===== src/rtl/ccs_pkg.sv =====
package ccs_pkg;
  typedef struct packed {
    logic carry;    // a carry leaves this position
    logic no_carry; // no carry leaves this position
  } rail_t;

  localparam rail_t RAIL_OPEN = '{carry: 1'b0, no_carry: 1'b0};
  localparam rail_t RAIL_GEN  = '{carry: 1'b1, no_carry: 1'b0};
  localparam rail_t RAIL_KILL = '{carry: 1'b0, no_carry: 1'b1};

  function automatic logic rail_known(rail_t r);
    return r.carry | r.no_carry;
  endfunction
endpackage


===== src/rtl/ccs_stage.sv =====
module ccs_stage
  import ccs_pkg::*;
(
  input  logic  clk_i,
  input  logic  rst_ni,
  input  logic  en_i,
  input  logic  a_i,
  input  logic  b_i,
  input  rail_t lower_i,
  output rail_t rail_o
);
  rail_t rail_q, rail_d;

  always_comb begin
    rail_d = rail_q;
    if (!en_i) begin
      rail_d = RAIL_OPEN;
    end else if (!rail_known(rail_q)) begin
      if (a_i & b_i)        rail_d = RAIL_GEN;
      else if (!a_i & !b_i) rail_d = RAIL_KILL;
      else                  rail_d = lower_i; // propagate: follow lower position
    end
  end

  always_ff @(posedge clk_i or negedge rst_ni) begin
    if (!rst_ni) rail_q <= RAIL_OPEN;
    else         rail_q <= rail_d;
  end

  assign rail_o = rail_q;
endmodule


===== src/rtl/ccs_detect.sv =====
module ccs_detect #(
  parameter int WIDTH = 16
) (
  input  logic             en_i,
  input  logic [WIDTH-1:0] carry_i,
  input  logic [WIDTH-1:0] no_carry_i,
  output logic             finish_o,
  output logic             err_o
);
  logic [WIDTH-1:0] pos_done;
  logic [WIDTH-1:0] pos_bad;

  assign pos_done = carry_i | no_carry_i;
  assign pos_bad  = carry_i & no_carry_i;
  assign finish_o = en_i & (&pos_done);
  assign err_o    = |pos_bad;
endmodule


===== src/rtl/ccs_sum.sv =====
module ccs_sum #(
  parameter int WIDTH = 16
) (
  input  logic [WIDTH-1:0] a_i,
  input  logic [WIDTH-1:0] b_i,
  input  logic             cin_i,
  input  logic [WIDTH-1:0] carry_i,
  output logic [WIDTH-1:0] sum_o,
  output logic             cout_o
);
  logic [WIDTH-1:0] cin_vec;

  generate
    if (WIDTH > 1) begin : g_wide
      assign cin_vec = {carry_i[WIDTH-2:0], cin_i};
    end else begin : g_one
      assign cin_vec = cin_i;
    end
  endgenerate

  assign sum_o  = a_i ^ b_i ^ cin_vec;
  assign cout_o = carry_i[WIDTH-1];
endmodule


===== src/rtl/ccs_adder.sv =====
module ccs_adder
  import ccs_pkg::*;
#(
  parameter int WIDTH = 16
) (
  input  logic             clk_i,
  input  logic             rst_ni,
  input  logic             en_i,
  input  logic [WIDTH-1:0] a_i,
  input  logic [WIDTH-1:0] b_i,
  input  logic             cin_i,
  output logic [WIDTH-1:0] sum_o,
  output logic             cout_o,
  output logic             finish_o,
  output logic             err_o
);
  rail_t            rail [WIDTH];
  rail_t            cin_rail;
  logic [WIDTH-1:0] carry_vec;
  logic [WIDTH-1:0] no_carry_vec;

  assign cin_rail = cin_i ? RAIL_GEN : RAIL_KILL;

  generate
    for (genvar i = 0; i < WIDTH; i++) begin : g_pos
      rail_t lower;
      if (i == 0) begin : g_base
        assign lower = cin_rail;
      end else begin : g_chain
        assign lower = rail[i-1];
      end

      ccs_stage i_stage (
        .clk_i  (clk_i),
        .rst_ni (rst_ni),
        .en_i   (en_i),
        .a_i    (a_i[i]),
        .b_i    (b_i[i]),
        .lower_i(lower),
        .rail_o (rail[i])
      );

      assign carry_vec[i]    = rail[i].carry;
      assign no_carry_vec[i] = rail[i].no_carry;
    end
  endgenerate

  ccs_detect #(.WIDTH(WIDTH)) i_detect (
    .en_i      (en_i),
    .carry_i   (carry_vec),
    .no_carry_i(no_carry_vec),
    .finish_o  (finish_o),
    .err_o     (err_o)
  );

  ccs_sum #(.WIDTH(WIDTH)) i_sum (
    .a_i    (a_i),
    .b_i    (b_i),
    .cin_i  (cin_i),
    .carry_i(carry_vec),
    .sum_o  (sum_o),
    .cout_o (cout_o)
  );
endmodule


===== config.mk =====
export PLATFORM = sky130hd
export DESIGN_NAME = ccs_adder
export DESIGN_NICKNAME = d
export VERILOG_FILES = /design/src/rtl/ccs_pkg.sv /design/src/rtl/ccs_stage.sv /design/src/rtl/ccs_detect.sv /design/src/rtl/ccs_sum.sv /design/src/rtl/ccs_adder.sv
export SDC_FILE = /design/constraint.sdc
export NUM_CORES = 1
export LEC_CHECK = 0
export ABC_AREA = 1
export CORE_UTILIZATION = 33
export DETAILED_ROUTE_END_ITERATION = 10
export SLEW_MARGIN = 20
export SYNTH_ARGS = -nofsm -noshare
export SYNTH_HDL_FRONTEND = slang
export SYNTH_HIERARCHICAL = 1
export SYNTH_SLANG_ARGS = --single-unit
export TNS_END_PERCENT = 20

===== constraint.sdc =====
create_clock -name clk_i -period 0.98 [get_ports clk_i]
set_input_delay 0.245 -clock clk_i [delete_from_list [all_inputs] [get_ports clk_i]]
set_output_delay 0.245 -clock clk_i [all_outputs]
set_load 0.01 [all_outputs]

Word-level counts from Yosys, hierarchy flattened
Index checks and enable logic that the tools add are counted.

Bits in registers: 32. Word-level logic and storage cells: 200. Output and inout bits: 19.

Equality and inequality tests: 16. Mux-type cells: 65. Reductions and logical operators: 34. Bitwise logic cells: 53.

Operators by type and width (count): 2-to-1 mux 2 bit (65); bitwise AND 1 bit (33); logical NOT 1 bit (32); inequality test 2 bit, second input constant (16); XOR 16 bit (2); bitwise AND 16 bit (1); bitwise OR 1 bit (16); bitwise OR 16 bit (1); AND reduction 16 bit (1); OR reduction 16 bit (1).

Depth between registers and ports, before layout
Gate-level depths: netlist (run 1).

Depth in word-level cells: 6. Depth in mapped cells: 6. Gate-level depth less buffers: 6.

By module
Netlist (run 1), hierarchy kept.

By module, submodules not included: ccs_stage (area each 107.6 um2, times used 16, cells each 16, sequential area each 50.0 um2); ccs_sum (area each 568.0 um2, times used 1, cells each 145, sequential area each 0.0 um2); ccs_detect (area each 289.0 um2, times used 1, cells each 72, sequential area each 0.0 um2); ccs_adder (area each 3.8 um2, times used 1, cells each 1, sequential area each 0.0 um2).

Worst setup path after synthesis (run 1)
No wires, ideal clock.

Path kind: register -> output. Start point: register g_pos[0].i_stage.rail_q, in the netlist g_pos[0].i_stage/rail_o[1]. End point: output finish_o. Stages on the path, launching flop included: 7. Path slack: -153 ps. Arrival: 888 ps. Buffers on the path: 0. Cell sequence: dfrtp_1 -> inv_1 -> nand2_1 -> nand2_1 -> nor2_1 -> nand3_1 -> nor2_1.

Word-level cells in the longest chain between the ends: 3.

Ends and longest elaborated chain: start: declaration (RTL line ccs_stage.sv:12) `rail_t rail_q, rail_d;`; start signal: assignment (RTL line ccs_stage.sv:27) `else rail_q <= rail_d;`; bitwise OR 16 bit (RTL line ccs_detect.sv:13) `assign pos_done = carry_i | no_carry_i;`; AND reduction 16 bit (RTL line ccs_detect.sv:15) `assign finish_o = en_i & (&pos_done);`; bitwise AND 1 bit (RTL line ccs_detect.sv:15); end: declaration (RTL line ccs_adder.sv:14) `output logic finish_o,`.

Every way passes these cells.

Worst setup path after layout (run 1)
Start point: register g_pos[10].i_stage.rail_q, in the netlist g_pos[10].i_stage/rail_o[1]. End point: output err_o.

Word-level cells in the longest chain between the ends: 2.

Ends and longest elaborated chain: start: declaration (RTL line ccs_stage.sv:12); start signal: assignment (RTL line ccs_stage.sv:27); bitwise AND 16 bit (RTL line ccs_detect.sv:14) `assign pos_bad = carry_i & no_carry_i;`; OR reduction 16 bit (RTL line ccs_detect.sv:16) `assign err_o = |pos_bad;`; end: declaration (RTL line ccs_adder.sv:15) `output logic err_o`.

Every way passes these cells.

==> results of run 1 <==
## kinds of logic after synthesis
kind of cell / count (synthesis) / share of synthesized area, %
buffers and inverters: 102 / 14.97
flip-flops: 32 / 31.01
AND/OR/NAND/NOR: 307 / 47.53
AO/OA/AOI/OAI: 33 / 6.493
## placed cells by master (no fill, tap or decap), types with 9 or more instances in the layout
cell,netlist,final
sky130_fd_sc_hd__nand4_1,20,20
sky130_fd_sc_hd__nand3_2,0,9
sky130_fd_sc_hd__o21ai_1,16,12
sky130_fd_sc_hd__buf_2,0,16
sky130_fd_sc_hd__o21ai_0,16,16
sky130_fd_sc_hd__dlygate4sd2_1,0,26
sky130_fd_sc_hd__nand3_1,18,9
sky130_fd_sc_hd__inv_2,0,14
sky130_fd_sc_hd__nor2_1,92,86
sky130_fd_sc_hd__dfrtp_1,32,32
sky130_fd_sc_hd__buf_4,1,69
sky130_fd_sc_hd__inv_1,101,86
sky130_fd_sc_hd__nand2_2,0,9
sky130_fd_sc_hd__buf_6,0,25
sky130_fd_sc_hd__nand2_1,176,167
## repair_timing
action	4_1_cts	5_1_grt
resized for setup	153	32
hold endpoints to repair	0	0
pin swaps	19	14
hold buffers	0	0
setup buffers	13	9
setup endpoints to repair	51	48
## metrics by stage
step	setup slack, ns	setup TNS [ns]	util [%]
2_1_floorplan	-0.1270	-0.1599	-
3_3_place_gp	-0.8781	-30.07	51.53
3_5_place_dp	-0.8708	-30.86	51.53
4_1_cts	-0.6047	-7.789	54.42
5_1_grt	-0.6884	-11.01	56.04
6_report	-0.6105	-8.399	56.07
## worst max-delay path, cell delays in order, from the launching register on
cell and delay, ns:
sky130_fd_sc_hd__dfrtp_1 0.41, sky130_fd_sc_hd__buf_6 0.13, sky130_fd_sc_hd__nand2_1 0.06, sky130_fd_sc_hd__nand4_1 0.13, sky130_fd_sc_hd__nor2_1 0.11, sky130_fd_sc_hd__nand2_1 0.07
sky130_fd_sc_hd__buf_2 0.14
## cell usage after synthesis
library cell / instances / area, um2
sky130_fd_sc_hd__dfrtp_1: 32 / 800.8
sky130_fd_sc_hd__o21ai_0: 16 / 80.08
sky130_fd_sc_hd__o21a_1: 1 / 7.510
sky130_fd_sc_hd__inv_1: 101 / 379.1
sky130_fd_sc_hd__nor2_2: 1 / 6.260
sky130_fd_sc_hd__nor2_1: 92 / 345.3
sky130_fd_sc_hd__o21ai_1: 16 / 80.08
sky130_fd_sc_hd__nand4_1: 20 / 125.1
sky130_fd_sc_hd__buf_4: 1 / 7.510
sky130_fd_sc_hd__nand2_1: 176 / 660.6
sky130_fd_sc_hd__nand3_1: 18 / 90.09
## per-layer routing
layer | GRT usage (%) | wire [um] | share of wire (%)
met1 | 20.10 | 2917 | 44
met2 | 29.10 | 3306 | 49
met3 | 4.040 | 400 | 6.0
met4 | 4.973 | 74 | 1.1
met5 | 0 | 0 | 0
## worst paths after layout
kind	cells past startpoint	end	slack, ns	start
max	6	err_o	-0.61	g_pos[10].i_stage/rail_o[1]
min	2	g_pos[13].i_stage/rail_o[0]	0.32	rst_ni
max reg2reg	8	g_pos[7].i_stage/rail_o[1]	-0.28	g_pos[7].i_stage/rail_o[1]
min reg2reg	3	g_pos[7].i_stage/rail_o[0]	0.62	g_pos[7].i_stage/rail_o[0]
max in group asynchronous	2	g_pos[8].i_stage/rail_o[0]	0.48	rst_ni
min in group clk_i	5	g_pos[0].i_stage/rail_o[0]	0.40	a_i[0]
## report_power, final
group          switching (mW)  internal, mW
clock network           0.538         0.752
registers               0.160          1.51
logic                    1.20          1.23
## area by class of cell
class / instances / area (um2)
diodes: 1 / 2.502
clock buffers: 5 / 68.82
clock inverters: 3 / 42.54
fillers: 741 / 3254
inverters: 101 / 381.6
multi-input cells: 340 / 1493
flip-flops and latches: 32 / 800.8
well taps: 99 / 123.9
repair buffers: 147 / 1241
==> run summary, run 1 <==
Run status -> finished with violations
Failing checks -> negative setup slack
Number of clock buffers inserted by TritonCTS -> 5
Number of placed cells counting well taps -> 701
Buffers from clock root to sink, at most -> 2
Period utilization -> 162.3%
Total via count in the routed design -> 3233
Setup repair after global routing missed its margin -> true
Mean Syn Cell Area -> 5.448 um2
Final setup violation count -> 38
Clock latency reported for the late side of the worst-skew pair -> 0.29 ns
Required arrival time at the worst endpoint -> 0.73 ns
Placement-stage cell area -> 3817 um2
Remaining antenna violation count -> 0
Total count of max-transition violations in the final report -> 0
Flip-flop count of the largest register after layout -> 32
Pwr/cell area -> 1299 nW/um2
Synthesized Nets -> 510
GRT Util Overall -> 16.66%
Sequential share of the synthesized area -> 31.01%
Number of levels in the clock H-tree -> 2
Worst-case setup margin in the final layout -> -0.6105 ns
Post-synthesis cell count -> 474
Net count of the finished layout -> 663
Fmax -> 628.7 MHz
Share of final-layout standard cells stronger than drive strength 1 -> 26.43%
IR Drop Worst-Case VDD -> 579.5 uV
Register bit count reported by yosys -> 32
Final Power -> 5.397 mW
Antenna violations before repair -> 1
Number of global-route vias before repair -> 2760
RePlAce Congestion -> 0.7644
Final Hold Vio Count -> 0
Violation count after the first detailed-routing iteration -> 88
Buffer type at the clock tree root -> sky130_fd_sc_hd__clkbuf_8
Crit path capture type -> output pin
Total number of clock tree sinks -> 32
Starting utilization of the core area -> 34.86%
Worst Skew -> 0.006850 ns
Time the final worst path needs with I/O delays and setup -> 1.591 ns
Width of the chip -> 90.46 um
Std cell rows -> 31
Global-route wire length before repair -> 11.28 mm
Number of remaining DRC errors -> 0
Clock-pin slew on the worst setup and hold paths -> 0.07 ns
Worst hold slack after final layout -> 0.3184 ns
Overflow after GRT -> 0
HPWL Detailed -> 4.865 mm
Filler-free cell count of the finished design -> 728
Path type of the worst min-delay path -> primary input to asynchronous set/reset pin
Area delta synth->final -> 60.85%
Area of all placed cells without fillers -> 4154 um2
Ys Warns -> 6
Average detailed-routed wire length per instance -> 9.202 um
Worst slew margin relative to its limit -> 85.09%
Die height -> 90.46 um
Syn Std Cell Area -> 2582 um2
DR pass1 iterations -> 4
Number of placed I/O pins -> 55
Slew at the pin closest to its max-slew limit -> 0.2237 ns
Number of buffers added on ports -> 54
Post-synth cell types -> 11
Category of the critical setup timing path -> flip-flop to output pin
Die area -> 8183 um2
Arrival time of data at the critical path endpoint -> 1.35 ns
Element type at the critical path start -> flip-flop
Placeable core area -> 7408 um2
Maximum number of pins on one net before global-route repair -> 49
Lkg Pwr -> 2.427 nW
Routed via count divided by cell count -> 4.441
Clock tree from TritonCTS -> done
Maximum Capacitance Violations -> 0
Crit path max fanout -> 3
Wire length reported by the detailed router -> 6.699 mm
No activity file was read; power rests on OpenSTA's default activity.
==> run 2, diff against run 1 <==
PLACE_DENSITY = 0.67   (was unset)
SKIP_LAST_GASP = 1   (was unset)
==> run 2 against run 1 <==
  * The run still ends with negative setup slack left
  * Via count fell by 2.8%
  * First-iteration DRC count rose by 27%
  * Setup slack gained 0.051 ns
  * Largest cell class unchanged
  * Highest routed layer unchanged
  * Largest power group unchanged
  * Wire length decreased by 1.6%
  * Flip-flop and latch count unchanged
==> run summary, run 2 (same netlist as run 1, synthesis figures left out) <==
Run status -> finished with violations
Failing checks -> negative setup slack
Required arrival time at the worst endpoint -> 0.73 ns (about the same)
Maximum number of pins on one net before global-route repair -> 49 (unchanged)
Die area -> 8183 um2 (unchanged)
Width of the chip -> 90.46 um (unchanged)
Total count of max-transition violations in the final report -> 0 (unchanged)
Lkg Pwr -> 2.469 nW (+1.7%)
Register-to-Register Path Depth -> 7 (-1)
Die height -> 90.46 um (unchanged)
Flip-flop count of the largest register after layout -> 32 (unchanged)
Element type at the critical path start -> flip-flop
Critical Path Stages -> 6 (unchanged)
Routed via count divided by cell count -> 4.359 (-1.8%)
Buffers from clock root to sink, at most -> 2 (unchanged)
Number of global-route vias before repair -> 2874 (+4.1%)
Fmax -> 649.4 MHz (+3.3%)
Category of the critical setup timing path -> flip-flop to output pin
Pre-CTS WS -> -0.8291 ns (+0.04170 ns)
FILL cells -> 740 (-0.13%)
R2r startpoint -> g_pos[10].i_stage/rail_o[1]
Fin Setup TNS -> -13.14 ns (-4.744 ns)
Antenna violations before repair -> 0 (-1)
Clock latency reported for the late side of the worst-skew pair -> 0.28 ns (about the same)
Final Power -> 5.217 mW (-3.3%)
Overflow after GRT -> 0 (unchanged)
Worst Skew -> 0.007710 ns (+0.0008593 ns)
GRT Util Overall -> 17.15% (+0.49 points)
WP buf/inv -> 2 (unchanged)
Number of antenna cells inserted -> 0 (-1)
HPWL Detailed -> 4.932 mm (+1.4%)
Buffer type at the clock tree root -> sky130_fd_sc_hd__clkbuf_8
Std cell rows -> 31 (unchanged)
IR Drop Worst-Case VDD -> 734.7 uV (+27%)
Path type of the worst min-delay path -> primary input to asynchronous set/reset pin
Worst hold slack after final layout -> 0.3333 ns (+0.01491 ns)
Worst slew margin relative to its limit -> 69.33% (-16 points)
Final setup violation count -> 50 (+32%)
Crit path max fanout -> 3 (unchanged)
Finished Core Util -> 54.86% (-1.2 points)
Commonest non-fill, non-tap cell in the layout -> sky130_fd_sc_hd__nand2_1
Share of final-layout standard cells stronger than drive strength 1 -> 22.35% (-4.1 points)
Period utilization -> 157.1% (-5.2 points)
Final Hold Vio Count -> 0 (unchanged)
Arrival time of data at the critical path endpoint -> 1.29 ns (-0.06 ns)
Number of levels in the clock H-tree -> 2 (unchanged)
Area delta synth->final -> 57.36%
Cell with the most instances on the worst path -> sky130_fd_sc_hd__nand2_1
Peak per-stage delay on the critical path -> 0.41 ns (about the same)
Cell-by-cell listing of the critical path -> buf_6 -> nand2_1 -> nand4_1 -> nor2_1 -> nand2_1 -> buf_2
Starting utilization of the core area -> 34.86% (unchanged)
Global-route wire length before repair -> 11.79 mm (+4.5%)
Clock-pin slew on the worst setup and hold paths -> 0.07 ns (about the same)
Crit path capture type -> output pin
Clock tree from TritonCTS -> done
Violation count after the first detailed-routing iteration -> 112 (+27%)
Net count of the finished layout -> 657 (-0.90%)
Number of remaining DRC errors -> 0 (unchanged)
Flip-flop and latch area -> 802.0 um2 (+0.16%)
Remaining antenna violation count -> 0 (unchanged)
Multi-input gate area -> 1450 um2 (-2.8%)
Number of buffers added on ports -> 54 (unchanged)
Maximum Capacitance Violations -> 0 (unchanged)
Cell type of the slowest stage on the worst timing path -> sky130_fd_sc_hd__dfrtp_1
Worst-case setup margin in the final layout -> -0.5598 ns (+0.05076 ns)
Placeable core area -> 7408 um2 (unchanged)
Launching instance or port of the critical path -> g_pos[7].i_stage/rail_o[1]
CP top delay family -> flip-flops
Setup repair after global routing missed its margin -> true
Slew at the pin closest to its max-slew limit -> 0.4600 ns (+0.2363 ns)
Wire length reported by the detailed router -> 6.593 mm (-1.6%)
Leading cell types in the layout, fill and taps excluded -> 172 x sky130_fd_sc_hd__nand2_1, 90 x sky130_fd_sc_hd__inv_1, 90 x sky130_fd_sc_hd__nor2_1, 72 x sky130_fd_sc_hd__buf_4, 31 x sky130_fd_sc_hd__dfrtp_1
Total via count in the routed design -> 3143 (-2.8%)
DR pass1 iterations -> 6 (+2)
Capture instance of the worst register-to-register path -> g_pos[10].i_stage/rail_o[1]
Pwr/cell area -> 1284 nW/um2 (-1.2%)
Total number of clock tree sinks -> 32 (unchanged)
Average detailed-routed wire length per instance -> 9.144 um (-0.63%)
Internal reg-to-reg setup slack -> -0.16 ns (+0.12 ns)
Number of clock buffers inserted by TritonCTS -> 5 (unchanged)
RePlAce Congestion -> 0.8085 (+5.8%)
Time the final worst path needs with I/O delays and setup -> 1.540 ns (-0.05076 ns)
Number of placed I/O pins -> 55 (unchanged)
[run 2: cell count changes in the layout (fill, tap and decap cells not counted), sizes merged]
| cell | delta |
|---|---|
| clkinvlp | -1 |
| dlymetal6s2s | +10 |
| dlygate4sd2 | -10 |
| buf | -6 |
| clkdlybuf4s50 | +2 |
| diode | -1 |
| clkdlybuf4s15 | -1 |
[run 2: worst max-delay path by stage]
stage	to	slack, ns
after CTS	err_o	-0.57
after detailed placement	sum_o[9]	-0.83
after global placement	finish_o	-0.81
final	err_o	-0.56
after floorplan	finish_o	-0.13
after global routing	finish_o	-0.64
[run 2: layout make-up]
type	instances	area share, %
inverter	101	9.329
timing repair buffer	141	29.56
sequential	32	19.74
clock inverter	2	0.8621
multi-input combinational	340	35.68
clock buffer	6	1.786
tap	99	3.048
[run 2: timing repair]
action	4_1_cts	5_1_grt
setup buffers	7	10
endpoints found under the setup margin	51	51
pin swaps	10	9
resized for setup	86	60
hold buffers	0	0
[run 2: power breakdown]
group | internal (mW) | switching [mW] | total [mW] | leakage, nW
Clock | 0.754 | 0.491 | 1.25 | 0.0552
Combinational | 1.15 | 1.15 | 2.29 | 1.99
Sequential | 1.51 | 0.163 | 1.68 | 0.422
[run 2: routing by layer]
layer | wire [um] | vias to the layer above | share of wire, % | global-route usage (%)
li1 | - | 1710 | - | -
met1 | 3033 | 1376 | 46 | 20.79
met2 | 3294 | 55 | 50 | 31.06
met3 | 247 | 2 | 3.7 | 3.283
met4 | 19 | 0 | 0.29 | 3.898
met5 | 0 | - | 0 | 0
[run 2: per-stage QoR]
step / area, um2 / instances
4_1_cts: 3946 / 713
6_report: 4064 / 721
2_1_floorplan: 2585 / 474
3_3_place_gp: 3815 / 699
5_1_grt: 4064 / 721
3_5_place_dp: 3815 / 699
==> run 3, diff against run 2 <==
SKIP_LAST_GASP = unset   (was 1)
==> run 3 against run 2 <==
  * Critical path type unchanged
  * Via count fell by 0.19%
  * The flow still finishes with violations (negative setup slack)
  * Non-clock buffer count fell by 4
  * Sequential share of layout area barely moved
  * Largest power group unchanged
  * Clock skew fell by 0.00080 ns
  * Critical endpoint unchanged
==> run summary, run 3 (same netlist as run 1, synthesis figures left out) <==
Run status -> finished with violations
Failing checks -> negative setup slack
Leading cell types in the layout, fill and taps excluded -> 170 x sky130_fd_sc_hd__nand2_1, 89 x sky130_fd_sc_hd__inv_1, 86 x sky130_fd_sc_hd__nor2_1, 59 x sky130_fd_sc_hd__buf_4, 30 x sky130_fd_sc_hd__dfrtp_1
Net count of the finished layout -> 653 (-0.61%)
DR pass1 iterations -> 4 (-2)
Peak per-stage delay on the critical path -> 0.41 ns (about the same)
Maximum number of pins on one net before global-route repair -> 49 (unchanged)
Number of placed I/O pins -> 55 (unchanged)
Die height -> 90.46 um (unchanged)
Number of global-route vias before repair -> 2913 (+1.4%)
Clock-pin slew on the worst setup and hold paths -> 0.07 ns (about the same)
Register-to-Register Path Depth -> 7 (unchanged)
Global-route wire length before repair -> 11.90 mm (+0.93%)
WP buf/inv -> 2 (unchanged)
Commonest non-fill, non-tap cell in the layout -> sky130_fd_sc_hd__nand2_1
Element type at the critical path start -> flip-flop
Share of final-layout standard cells stronger than drive strength 1 -> 24.60% (+2.2 points)
Worst-case setup margin in the final layout -> -0.5592 ns (+0.0005350 ns)
Total count of max-transition violations in the final report -> 0 (unchanged)
Number of levels in the clock H-tree -> 2 (unchanged)
Number of remaining DRC errors -> 0 (unchanged)
Average detailed-routed wire length per instance -> 9.319 um (+1.9%)
Number of antenna cells inserted -> 0 (unchanged)
Flip-flop count of the largest register after layout -> 32 (unchanged)
Width of the chip -> 90.46 um (unchanged)
Worst slew margin relative to its limit -> 85.77% (+16 points)
Capture instance of the worst register-to-register path -> g_pos[10].i_stage/rail_o[1]
Buffer type at the clock tree root -> sky130_fd_sc_hd__clkbuf_8
Worst Skew -> 0.006912 ns (-0.0007976 ns)
Filler-free cell count of the finished design -> 717 (-0.55%)
Final Hold Vio Count -> 0 (unchanged)
Starting utilization of the core area -> 34.86% (unchanged)
Setup repair after global routing missed its margin -> true
GRT Util Overall -> 17.33% (+0.18 points)
Period utilization -> 157.1% (about the same)
CP top delay family -> flip-flops
Category of the critical setup timing path -> flip-flop to output pin
Placeable core area -> 7408 um2 (unchanged)
Required arrival time at the worst endpoint -> 0.73 ns (about the same)
Clock latency reported for the late side of the worst-skew pair -> 0.28 ns (about the same)
RePlAce Congestion -> 0.8085 (unchanged)
Wire length reported by the detailed router -> 6.682 mm (+1.3%)
Clock tree from TritonCTS -> done
Antenna violations before repair -> 0 (unchanged)
Final setup violation count -> 33 (-34%)
Total number of clock tree sinks -> 32 (unchanged)
Cell type of the slowest stage on the worst timing path -> sky130_fd_sc_hd__dfrtp_1
Routed via count divided by cell count -> 4.375 (+0.37%)
Maximum Capacitance Violations -> 0 (unchanged)
Arrival time of data at the critical path endpoint -> 1.29 ns (about the same)
Buffers from clock root to sink, at most -> 2 (unchanged)
Std cell rows -> 31 (unchanged)
Number of clock buffers inserted by TritonCTS -> 5 (unchanged)
Lkg Pwr -> 2.396 nW (-3.0%)
Time the final worst path needs with I/O delays and setup -> 1.539 ns (-0.0005350 ns)
Cell-by-cell listing of the critical path -> buf_6 -> nand2_1 -> nand4_1 -> nor2_1 -> nand2_1 -> buf_2
Slew at the pin closest to its max-slew limit -> 0.2134 ns (-0.2466 ns)
IR Drop Worst-Case VDD -> 761.2 uV (+3.6%)
HPWL Detailed -> 4.932 mm (unchanged)
Total via count in the routed design -> 3137 (-0.19%)
Violation count after the first detailed-routing iteration -> 131 (+17%)
Internal reg-to-reg setup slack -> -0.12 ns (+0.04 ns)
Overflow after GRT -> 0 (unchanged)
Cell with the most instances on the worst path -> sky130_fd_sc_hd__nand2_1
Total of hold buffers inserted after clock tree synthesis -> 0 (unchanged)
Remaining antenna violation count -> 0 (unchanged)
Path type of the worst min-delay path -> primary input to asynchronous set/reset pin
Critical Path Stages -> 6 (unchanged)
Crit path capture type -> output pin
R2r startpoint -> g_pos[10].i_stage/rail_o[1]
Pre-CTS WS -> -0.8291 ns (unchanged)
Finished Core Util -> 54.86% (unchanged)
Die area -> 8183 um2 (unchanged)
Fmax -> 649.7 MHz (about the same)
Number of placed cells counting well taps -> 699 (unchanged)
Pwr/cell area -> 1297 nW/um2 (+1.0%)
Area delta synth->final -> 57.36% (unchanged)
Crit path max fanout -> 3 (unchanged)
Number of buffers added on ports -> 54 (unchanged)
run 3: worst max path at each step:
| stage | start | end | slack (ns) |
|---|---|---|---|
| 4_1_cts | g_pos[3].i_stage/rail_o[1] | err_o | -0.57 |
| 3_5_place_dp | a_i[9] | sum_o[9] | -0.83 |
| 6_report | g_pos[7].i_stage/rail_o[1] | err_o | -0.56 |
| 2_1_floorplan | g_pos[0].i_stage/rail_o[1] | finish_o | -0.13 |
| 5_1_grt | g_pos[3].i_stage/rail_o[0] | finish_o | -0.66 |
| 3_3_place_gp | en_i | finish_o | -0.81 |
run 3: what timing repair did:
action	in CTS	in global routing
pin swaps	18	16
gates resized for setup	148	38
buffers inserted	7	4
endpoints found under the hold margin	0	0
setup endpoints to repair	51	41
run 3: where the power goes:
part           internal [mW]  total [mW]  switching [mW]  leakage (nW)
combinational           1.16        2.34            1.18          1.92
clock                  0.754        1.24           0.489        0.0552
sequential              1.52        1.69           0.171         0.420
run 3: layout make-up:
| cell class | count | area, um2 |
|---|---|---|
| well taps | 99 | 123.9 |
| fillers | 746 | 3344 |
| repair buffers | 137 | 1159 |
| clock buffers | 6 | 72.57 |
| inverters | 101 | 379.1 |
| multi-input cells | 340 | 1491 |
| flip-flops and latches | 32 | 803.3 |
| clock inverters | 2 | 35.03 |
run 3: per-layer routing:
layer / up-vias / wire (um) / GRT usage (%)
met5: - / 0 / 0
met4: 0 / 19 / 4.032
met3: 2 / 231 / 3.283
met1: 1372 / 3075 / 21.00
li1: 1704 / - / -
met2: 59 / 3354 / 31.38
run 3: stage by stage:
step / instance area, um2 / hold slack (ns) / TNS [ns] / power [mW]
after floorplan: 2585 / -0.05059 / -0.1599 / 2.735
after global placement: 3815 / 0.5836 / -28.49 / 3.869
after detailed placement: 3815 / 0.5953 / -29.79 / 3.935
after CTS: 3960 / 0.3369 / -7.557 / 5.190
after global routing: 4064 / 0.3458 / -10.08 / 5.719
final: 4064 / 0.3312 / -7.444 / 5.271
